$ cat config.mk
export PLATFORM = sky130hd
export DESIGN_NAME = frame_gate
export DESIGN_NICKNAME = d
export VERILOG_FILES = /design/src/rtl/frame_gate_pkg.sv /design/src/rtl/fg_edge.sv /design/src/rtl/fg_ratio_sched.sv /design/src/rtl/fg_shot_ctrl.sv /design/src/rtl/frame_gate.sv
export SDC_FILE = /design/constraint.sdc
export NUM_CORES = 1
export LEC_CHECK = 0
export BUFFER_PORTS_ARGS = -buffer_cell sky130_fd_sc_hd__buf_2
export CORE_MARGIN = 1.5
export CORE_UTILIZATION = 35
export DETAILED_ROUTE_END_ITERATION = 8
export SLEW_MARGIN = 20
export SYNTH_ARGS = -nofsm -noshare
export SYNTH_HDL_FRONTEND = slang
export SYNTH_SLANG_ARGS = --single-unit
export TNS_END_PERCENT = 10
$ cat constraint.sdc
create_clock -name clk -period 3.05 [get_ports clk]
set_clock_uncertainty 0.15 [all_clocks]
set_input_delay 0.915 -clock clk [delete_from_list [all_inputs] [get_ports clk]]
set_output_delay 0.915 -clock clk [all_outputs]
set_load 0.01 [all_outputs]
$ cat src/rtl/frame_gate_pkg.sv
package frame_gate_pkg;

  typedef struct packed {
    logic       pass_all;
    logic [3:0] keep;
    logic [3:0] span;
  } ratio_t;

  // Decode the 8-bit ratio code into an effective keep/span pair.
  function automatic ratio_t decode_ratio(input logic [7:0] code);
    ratio_t r;
    r.keep     = code[7:4];
    r.span     = code[3:0];
    r.pass_all = 1'b0;
    if (code == 8'h00) begin
      r.pass_all = 1'b1;
    end else if (code == 8'h01) begin
      r.keep = 4'd1;
      r.span = 4'd2;
    end else if (code[3:0] == 4'd0 || code[7:4] >= code[3:0]) begin
      r.pass_all = 1'b1;
    end
    return r;
  endfunction

  // Is position pos inside the kept part of the window?
  function automatic logic slot_kept(input ratio_t r, input logic [3:0] pos);
    return r.pass_all || (pos < r.keep);
  endfunction

  // Position after pos, wrapping at the window span.
  function automatic logic [3:0] slot_next(input ratio_t r, input logic [3:0] pos);
    logic [4:0] inc;
    inc = {1'b0, pos} + 5'd1;
    if (r.pass_all || inc >= {1'b0, r.span}) return 4'd0;
    return inc[3:0];
  endfunction

endpackage

$ cat src/rtl/fg_edge.sv
module fg_edge #(
  parameter bit RISING = 1'b1
) (
  input  logic clk,
  input  logic rst_n,
  input  logic sig,
  output logic evt
);
  logic sig_q;

  always_ff @(posedge clk or negedge rst_n) begin
    if (!rst_n) sig_q <= 1'b0;
    else        sig_q <= sig;
  end

  generate
    if (RISING) begin : g_rise
      assign evt = sig & ~sig_q;
    end else begin : g_fall
      assign evt = ~sig & sig_q;
    end
  endgenerate
endmodule

$ cat src/rtl/fg_ratio_sched.sv
module fg_ratio_sched
  import frame_gate_pkg::*;
(
  input  logic       clk,
  input  logic       rst_n,
  input  logic       count_start,
  input  logic [7:0] ratio_code,
  output logic       keep_now
);
  logic [7:0] code_q;
  logic [3:0] pos_q;
  logic       code_changed;
  logic [3:0] pos_eff;
  ratio_t     rdec;

  always_comb begin
    rdec         = decode_ratio(ratio_code);
    code_changed = (ratio_code != code_q);
    pos_eff      = code_changed ? 4'd0 : pos_q;
    keep_now     = slot_kept(rdec, pos_eff);
  end

  always_ff @(posedge clk or negedge rst_n) begin
    if (!rst_n) begin
      code_q <= 8'h00;
      pos_q  <= 4'd0;
    end else if (count_start) begin
      code_q <= ratio_code;
      pos_q  <= slot_next(rdec, pos_eff);
    end
  end
endmodule

$ cat src/rtl/fg_shot_ctrl.sv
module fg_shot_ctrl (
  input  logic clk,
  input  logic rst_n,
  input  logic hold_en,
  input  logic shot_req,
  input  logic done_clr,
  input  logic frame_start,
  input  logic frame_end,
  output logic shot_fire,
  output logic shot_done
);
  logic req_rise;
  logic clr_rise;
  logic armed_q;
  logic grab_q;

  fg_edge #(.RISING(1'b1)) u_req_edge (
    .clk(clk), .rst_n(rst_n), .sig(shot_req), .evt(req_rise)
  );
  fg_edge #(.RISING(1'b1)) u_clr_edge (
    .clk(clk), .rst_n(rst_n), .sig(done_clr), .evt(clr_rise)
  );

  assign shot_fire = frame_start & hold_en & armed_q;

  always_ff @(posedge clk or negedge rst_n) begin
    if (!rst_n) begin
      armed_q   <= 1'b0;
      grab_q    <= 1'b0;
      shot_done <= 1'b0;
    end else begin
      if (!hold_en)       armed_q <= 1'b0;
      else if (shot_fire) armed_q <= 1'b0;
      else if (req_rise)  armed_q <= 1'b1;

      if (shot_fire)      grab_q <= 1'b1;
      else if (frame_end) grab_q <= 1'b0;

      if (frame_end && grab_q) shot_done <= 1'b1;
      else if (clr_rise)       shot_done <= 1'b0;
    end
  end
endmodule

$ cat src/rtl/frame_gate.sv
module frame_gate #(
  parameter int PIX_W = 12
) (
  input  logic             clk,
  input  logic             rst_n,
  input  logic             fv_in,
  input  logic             lv_in,
  input  logic [PIX_W-1:0] pix_in,
  input  logic [7:0]       ratio_code,
  input  logic             hold_en,
  input  logic             shot_req,
  input  logic             done_clr,
  input  logic             mute,
  output logic             fv_out,
  output logic             lv_out,
  output logic [PIX_W-1:0] pix_out,
  output logic             shot_done
);
  // Named internal events, visible to the bound checker.
  logic frame_start;
  logic frame_end;
  logic shot_fire;
  logic sched_keep;
  logic pass_start;
  logic keep_q;
  logic keep_live;
  logic gate_fv;
  logic gate_lv;

  fg_edge #(.RISING(1'b1)) u_fv_rise (
    .clk(clk), .rst_n(rst_n), .sig(fv_in), .evt(frame_start)
  );
  fg_edge #(.RISING(1'b0)) u_fv_fall (
    .clk(clk), .rst_n(rst_n), .sig(fv_in), .evt(frame_end)
  );

  fg_ratio_sched u_sched (
    .clk         (clk),
    .rst_n       (rst_n),
    .count_start (frame_start & ~hold_en),
    .ratio_code  (ratio_code),
    .keep_now    (sched_keep)
  );

  fg_shot_ctrl u_shot (
    .clk         (clk),
    .rst_n       (rst_n),
    .hold_en     (hold_en),
    .shot_req    (shot_req),
    .done_clr    (done_clr),
    .frame_start (frame_start),
    .frame_end   (frame_end),
    .shot_fire   (shot_fire),
    .shot_done   (shot_done)
  );

  assign pass_start = hold_en ? shot_fire : sched_keep;
  assign keep_live  = frame_start ? pass_start : keep_q;
  assign gate_fv    = fv_in & keep_live & ~mute;
  assign gate_lv    = gate_fv & lv_in;

  always_ff @(posedge clk or negedge rst_n) begin
    if (!rst_n) begin
      keep_q  <= 1'b0;
      fv_out  <= 1'b0;
      lv_out  <= 1'b0;
      pix_out <= '0;
    end else begin
      if (frame_start) keep_q <= pass_start;
      fv_out  <= gate_fv;
      lv_out  <= gate_lv;
      pix_out <= gate_lv ? pix_in : '0;
    end
  end
endmodule

==> metrics, run 1 <==
FFs w/ async S/R, synth 100%; primary flip-flop cell chosen by synthesis mapping sky130_fd_sc_hd__dfrtp_1; worst path required time 3110 ps; Finished Layout Cells 310; Starting Density 37.1%; data arrival time at the worst-slack endpoint 3190 ps; f_max 0.320 GHz; total standard cell area after synthesis 0.00179 mm^2; number of different library cells in the post-synthesis netlist 39; reported leakage power 1.22 nW; part of the total power dissipated in sequential elements 44.3%; First-pass DRT Iterations 4; Tot GR Track Use 15.2%; Crit. End Element flip-flop; CP Class input port to flip-flop; worst slew slack as a fraction of its limit 51.3%; Setup Viol. Count Final 6; antenna fix cells 0; die extent in x 74.5 um; number of cells on the worst hold path 2; Port Buffer Count 42; number of max-slew violations in the final report 0; least setup slack across all paths after layout -73.7 ps; worst vdd rail ir drop 0.194 mV; clock transition at the registers of the reported paths 70 ps; routed wire length 4020 um; Iteration-0 DRC Markers 89; H-tree levels 2; number of remaining DRC errors 0; final weighted congestion in routability-driven placement 0.844; fraction of power spent switching nets 25.8%; dpl cells 300; number of top-level design ports 43; Net Sw Power 0.000289 W; number of global-route vias before repair 1,432; crit share post-route 102%; combinational share of power 17.8%; clock tree buffer depth 2; R2R depth 10; post-synthesis register bit count 33; biggest fanout along the worst timing path 6; maximum number of pins on one net before global-route repair 34; P_int 0.000829 W; TNS Setup -217 ps; total power 0.00112 W; hold violation count in the final report 0; hold slack final 310 ps; first-pass GRT wire length 6350 um; Detailed Place HPWL 2920 um; residual antenna-violating net count after detailed routing 0; core footprint 0.00482 mm^2; hold buffer count at CTS 0; Site Rows 25; initial antenna violation count 0; Post-Synthesis Net Count 216; fraction of final layout cells with drive strength greater than 1 39.5%; area growth from synthesis to final layout 34.4%; setup repair after global routing missed its margin true; element type at the critical path start input port; Min Clock Period, post-route 3120 ps; clock group share of total power 37.9%; Slew @ Worst Pin 730 ps; Wirelength per Cell 13.0 um; Via Count 1,488; drt via density 4.80; aggregate global routing overflow 0; TritonCTS clock tree yes; P per Cell Area 465 mW/mm^2; gate count after technology mapping 176; Post-synth EDFFs 0; fraction of the yosys area taken by sequential cells 46.2%; max-cap violation count 0; clock insertion delay at the later pin of the skew report 280 ps; Die Span Y 74.5 um; nets@finish 282; die area 0.00554 mm^2; library cell used as clock root buffer sky130_fd_sc_hd__clkbuf_8; type of the most critical hold path flip-flop to flip-flop; result of the run finished, violations left; clock buffers created by TritonCTS 5; final core occ 49.8%; average cell area after synthesis 10.2 um^2; Sinks on Clock Net 33; violations in the final reports setup timing; count of synthesis-stage warnings from yosys 0
==> worst paths after layout <==
| path | startpoint | endpoint | slack (ps) |
|---|---|---|---|
| setup / recovery | ratio_code[5] | u_sched.pos_q[2]$_DFFE_PN0P_ | -70 |
| hold / removal | u_shot.u_clr_edge.sig_q$_DFF_PN0_ | u_shot.shot_done$_DFFE_PN0P_ | 310 |
| setup reg to reg | u_sched.code_q[5]$_DFFE_PN0P_ | u_sched.pos_q[2]$_DFFE_PN0P_ | 270 |
| hold reg to reg | u_shot.u_clr_edge.sig_q$_DFF_PN0_ | u_shot.shot_done$_DFFE_PN0P_ | 310 |
| max in group asynchronous | rst_n | pix_out[10]$_DFF_PN0_ | 1740 |
| min in group asynchronous | rst_n | u_sched.code_q[4]$_DFFE_PN0P_ | 530 |
==> registers in the layout, indices dropped and copies added (netlist names) <==
name,cells
u_shot.armed_q,1
keep_q,1
u_sched.pos_q,4
u_sched.code_q,8
u_shot.u_req_edge.sig_q,1
lv_out,1
u_fv_fall.sig_q,1
u_shot.grab_q,1
u_shot.u_clr_edge.sig_q,1
fv_out,1
u_shot.shot_done,1
pix_out,12
==> metal layers <==
metal	track usage, %	routed length (um)	vias to the layer above
li1	-	-	754
met1	20.3	1890	705
met2	23.8	1920	24
met3	3.39	146	5
met4	6.46	59	0
met5	0	0	-
==> kinds of logic after synthesis <==
family                   synth area share, %
AO/OA/AOI/OAI                           17.1
XOR/XNOR                                4.90
adder cells (fa/ha/maj)                 8.40
buffers and inverters                   4.34
flip-flops                              46.2
AND/OR/NAND/NOR                         19.0
==> final cells by class <==
cell class | count | area, um^2
sequential | 33 | 826
timing repair buffer | 66 | 415
inverter | 11 | 41.3
fill | 462 | 2420
tap | 67 | 83.8
clock inverter | 1 | 30.0
multi-input combinational | 125 | 918
clock buffer | 7 | 86.3
==> synth_stat cells (2+ instances only) <==
master	n	share of area, %
sky130_fd_sc_hd__a21oi_1	5	1.4
sky130_fd_sc_hd__a21oi_2	9	4.4
sky130_fd_sc_hd__a32o_1	3	1.7
sky130_fd_sc_hd__and3_1	5	1.8
sky130_fd_sc_hd__buf_2	2	0.56
sky130_fd_sc_hd__clkbuf_1	4	0.84
sky130_fd_sc_hd__dfrtp_1	33	46
sky130_fd_sc_hd__ha_1	12	8.4
sky130_fd_sc_hd__inv_1	11	2.3
sky130_fd_sc_hd__nand2_1	18	3.8
sky130_fd_sc_hd__nand2b_1	2	0.70
sky130_fd_sc_hd__nand3_1	15	4.2
sky130_fd_sc_hd__nor2_1	7	1.5
sky130_fd_sc_hd__nor2b_1	4	1.4
sky130_fd_sc_hd__nor4_2	2	1.4
sky130_fd_sc_hd__o21ai_0	11	3.1
sky130_fd_sc_hd__or4_1	2	0.84
sky130_fd_sc_hd__xor2_1	10	4.9
==> worst max-delay path, cell delays in order <==
cell                       delay [ps]
sky130_fd_sc_hd__buf_2            120
sky130_fd_sc_hd__xor2_1           150
sky130_fd_sc_hd__nor4_2           320
sky130_fd_sc_hd__buf_4            200
sky130_fd_sc_hd__and3_1           180
sky130_fd_sc_hd__ha_1             250
sky130_fd_sc_hd__ha_1             320
sky130_fd_sc_hd__a211oi_2         240
sky130_fd_sc_hd__o21ai_2          110
sky130_fd_sc_hd__o41ai_2          220
sky130_fd_sc_hd__a22o_1           160
==> placed cells by master, fill, tap and decap left out, types with 3 or more instances in the layout <==
master and instances:
sky130_fd_sc_hd__o21ai_0 10, sky130_fd_sc_hd__clkbuf_8 6, sky130_fd_sc_hd__a21oi_1 5, sky130_fd_sc_hd__buf_4 22
sky130_fd_sc_hd__nand2_1 18, sky130_fd_sc_hd__xor2_1 10, sky130_fd_sc_hd__nor2_1 6, sky130_fd_sc_hd__a32o_1 3
sky130_fd_sc_hd__ha_1 11, sky130_fd_sc_hd__inv_1 10, sky130_fd_sc_hd__nand3_1 14, sky130_fd_sc_hd__dfrtp_1 33
sky130_fd_sc_hd__nor2b_1 4, sky130_fd_sc_hd__buf_2 42, sky130_fd_sc_hd__and3_1 5, sky130_fd_sc_hd__a21oi_2 9
==> per-stage QoR <==
stage / worst slack (ps) / instance area [um^2]
floorplan: -89.0 / 1790
global placement: -380 / 2220
detailed placement: -358 / 2220
CTS: -49.2 / 2370
global route: -173 / 2400
finish: -73.7 / 2400
==> what timing repair did <==
item                                    in CTS  in global routing
pin swaps                                    1                  4
setup buffers                                1                  1
gates resized for setup                      2                  8
endpoints found under the setup margin      19                 18
==> power by group through the flow <==
stage | registers [W] | clock network [W] | logic (W)
floorplan | 0.000503 | 0 | 0.000103
global placement | 0.000502 | 0 | 0.000179
detailed placement | 0.000503 | 0 | 0.000182
CTS | 0.000495 | 0.000433 | 0.000194
global route | 0.000499 | 0.000453 | 0.000223
finish | 0.000495 | 0.000424 | 0.000199
No activity file was read; power rests on OpenSTA's default activity.
==> run 2, diff against run 1 <==
--- a/config.mk
+++ b/config.mk
@@ -9,6 +9,7 @@
 export CORE_MARGIN = 1.5
 export CORE_UTILIZATION = 35
 export DETAILED_ROUTE_END_ITERATION = 8
+export MAX_ROUTING_LAYER = met4
 export SLEW_MARGIN = 20
 export SYNTH_ARGS = -nofsm -noshare
 export SYNTH_HDL_FRONTEND = slang
==> run 2 against run 1 <==
  * The run still ends with setup timing left
  * Worst setup slack worse by 2.1 ps
  * Count of clock-buffer cells in the layout stayed put
  * Sequential power hardly changed
  * Cell area stayed put
  * Global-route usage is 0.57 points higher
  * Non-clock buffer count stayed put
  * Via count is 0.20% lower
  * Routed wire length is 0.82% higher
  * Worst hold slack hardly changed
  * Sequential share of layout area stayed put
  * Flip-flop and latch count stayed put
==> metrics, run 2 (synthesized netlist as in run 1, its figures left out) <==
hold buffer count at CTS 0 (unchanged); most common cell after layout, fill and taps aside sky130_fd_sc_hd__buf_2 (unchanged); crit share post-route 102% (about the same); Wirelength per Cell 13.1 um (was 13.0 um); number of global-route vias before repair 1,432 (unchanged); TritonCTS clock tree yes (unchanged); area growth from synthesis to final layout 34.4% (unchanged); Tot GR Track Use 15.8% (was 15.2%); nets@finish 282 (unchanged); Die Span Y 74.5 um (unchanged); maximum number of pins on one net before global-route repair 34 (unchanged); worst vdd rail ir drop 0.194 mV (about the same); Starting Density 37.1% (unchanged); residual antenna-violating net count after detailed routing 0 (unchanged); library cell used as clock root buffer sky130_fd_sc_hd__clkbuf_8 (unchanged); CP Class input port to flip-flop (unchanged); setup repair after global routing missed its margin true (unchanged); result of the run finished, violations left (unchanged); CP cell instances buf_2, xor2_1, nor4_2, buf_4, and3_1, ha_1, ha_1, a211oi_2, o21ai_2, o41ai_2, a22o_1 (unchanged); violations in the final reports setup timing (unchanged); worst reg2reg path startpoint u_sched.code_q[5]$_DFFE_PN0P_ (unchanged); worst slew slack as a fraction of its limit 51.2% (was 51.3%); Biggest register pix_out (unchanged); Slew @ Worst Pin 732 ps (was 730 ps); drt via density 4.79 (was 4.80); number of top-level design ports 43 (unchanged); leading cell types in the layout, fill and taps excluded sky130_fd_sc_hd__buf_2 (42), sky130_fd_sc_hd__dfrtp_1 (33), sky130_fd_sc_hd__buf_4 (22), sky130_fd_sc_hd__nand2_1 (18), sky130_fd_sc_hd__nand3_1 (14) (unchanged); final design area excluding fillers 0.00240 mm^2 (unchanged); biggest fanout along the worst timing path 6 (unchanged); reported leakage power 1.22 nW (unchanged); core footprint 0.00482 mm^2 (unchanged); met2 WL 1960 um (was 1920 um); Iteration-0 DRC Markers 92 (was 89); crit path buf inv count 2 (unchanged); standard cell with the maximum stage delay on the critical path sky130_fd_sc_hd__nor4_2 (unchanged); First-pass DRT Iterations 4 (unchanged); element type at the critical path start input port (unchanged); clock buffers created by TritonCTS 5 (unchanged); final weighted congestion in routability-driven placement 0.857 (was 0.844); number of max-slew violations in the final report 0 (unchanged); Site Rows 25 (unchanged); number of flip-flops in the largest register 12 (unchanged); clock insertion delay at the later pin of the skew report 280 ps (about the same); worst path required time 3110 ps (about the same); Finished Layout Cells 310 (unchanged); hold violation count in the final report 0 (unchanged); H-tree levels 2 (unchanged); max layer used met4 (unchanged); length of routed wiring on met1 1920 um (was 1890 um); Detailed Place HPWL 2920 um (unchanged); clock transition at the registers of the reported paths 70 ps (about the same); least setup slack across all paths after layout -75.8 ps (was -73.7 ps); aggregate global routing overflow 0 (unchanged); launch point of the worst hold path u_shot.u_clr_edge.sig_q$_DFF_PN0_ (unchanged); f_max 0.320 GHz (about the same); Sinks on Clock Net 33 (unchanged); met3 wire length 138 um (was 146 um); clock tree buffer depth 2 (unchanged); dpl cells 300 (unchanged); routed wire length 4050 um (was 4020 um); Crit. End Element flip-flop (unchanged); die extent in x 74.5 um (unchanged); total cell area at the placement stage 0.00222 mm^2 (unchanged); leading registers by flop count pix_out (12), u_sched.code_q (8), u_sched.pos_q (4) (unchanged); initial antenna violation count 0 (unchanged); Setup Viol. Count Final 5 (was 6); Min Clock Period, post-route 3130 ps (was 3120 ps); fraction of final layout cells with drive strength greater than 1 39.5% (unchanged); maximum single-stage delay on the critical path 320 ps (about the same); worst setup slack before clock tree synthesis -358 ps (unchanged); cell class contributing the biggest share of worst-path delay compound AO/OA/AOI/OAI gates (unchanged); Port Buffer Count 42 (unchanged); type of the most critical hold path flip-flop to flip-flop (unchanged); Via Count 1,485 (was 1,488); P per Cell Area 466 mW/mm^2 (was 465 mW/mm^2); number of remaining DRC errors 0 (unchanged); number of inserted filler cells in the final layout 462 (unchanged); max-cap violation count 0 (unchanged); data arrival time at the worst-slack endpoint 3190 ps (about the same); antenna fix cells 0 (unchanged); final core occ 49.8% (unchanged); first-pass GRT wire length 6370 um (was 6350 um); die area 0.00554 mm^2 (unchanged); cell with the most instances on the worst path sky130_fd_sc_hd__ha_1 (unchanged); worst setup path start ratio_code[5] (unchanged)
-- run 2: cell counts in the layout (fill, tap and decap cells not counted) --
No cell type changed its count.
-- run 2: cell type report --
type,instances,area (um^2),share of cell area (%)
Clock buffer,7,86.3,3.60
Sequential cell,33,826,34.4
Timing Repair Buffer,66,415,17.3
Clock inverter,1,30.0,1.25
Inverter,11,41.3,1.72
Multi-Input combinational cell,125,918,38.2
Tap cell,67,83.8,3.49
-- run 2: stage by stage --
stage | power, W | hold WS (ps) | setup TNS [ps]
CTS | 0.00112 | 316 | -140
global route | 0.00118 | 356 | -1290
global placement | 0.000682 | 292 | -5340
floorplan | 0.000606 | 284 | -955
detailed placement | 0.000685 | 301 | -5830
finish | 0.00112 | 310 | -220
-- run 2: timing repair --
action | in CTS | in global routing
endpoints found under the setup margin | 19 | 18
resized for setup | 2 | 8
gates cloned | 0 | 0
setup buffers | 1 | 1
pin swaps | 1 | 4
-- run 2: final timing paths --
path	endpoint	slack, ps	depth (start not counted)
max	u_sched.pos_q[2]$_DFFE_PN0P_	-80	11
min	u_shot.shot_done$_DFFE_PN0P_	310	2
max in group asynchronous	pix_out[10]$_DFF_PN0_	1740	1
min reg2reg	u_shot.shot_done$_DFFE_PN0P_	310	2
min in group asynchronous	u_sched.code_q[4]$_DFFE_PN0P_	530	1
max reg2reg	u_sched.pos_q[2]$_DFFE_PN0P_	270	10
-- run 2: metal layers --
layer	GRT usage, %	up-vias
li1	-	755
met1	20.6	703
met2	23.8	25
met3	3.66	2
met4	5.86	0
met5	-	-
-- run 2: where the power goes --
group	switching, W	total, W	internal [W]	leakage, nW
clock network	0.000158	0.000425	0.000266	0.0585
registers	0.0000220	0.000495	0.000473	0.434
logic	0.000110	0.000199	0.0000894	0.730
-- run 2: worst register-to-register path, cell delays in order (launching register included) --
cell and delay, ps:
sky130_fd_sc_hd__dfrtp_1 390, sky130_fd_sc_hd__xor2_1 170, sky130_fd_sc_hd__nor4_2 320, sky130_fd_sc_hd__buf_4 200, sky130_fd_sc_hd__and3_1 180, sky130_fd_sc_hd__ha_1 250
sky130_fd_sc_hd__ha_1 320, sky130_fd_sc_hd__a211oi_2 240, sky130_fd_sc_hd__o21ai_2 110, sky130_fd_sc_hd__o41ai_2 220, sky130_fd_sc_hd__a22o_1 160
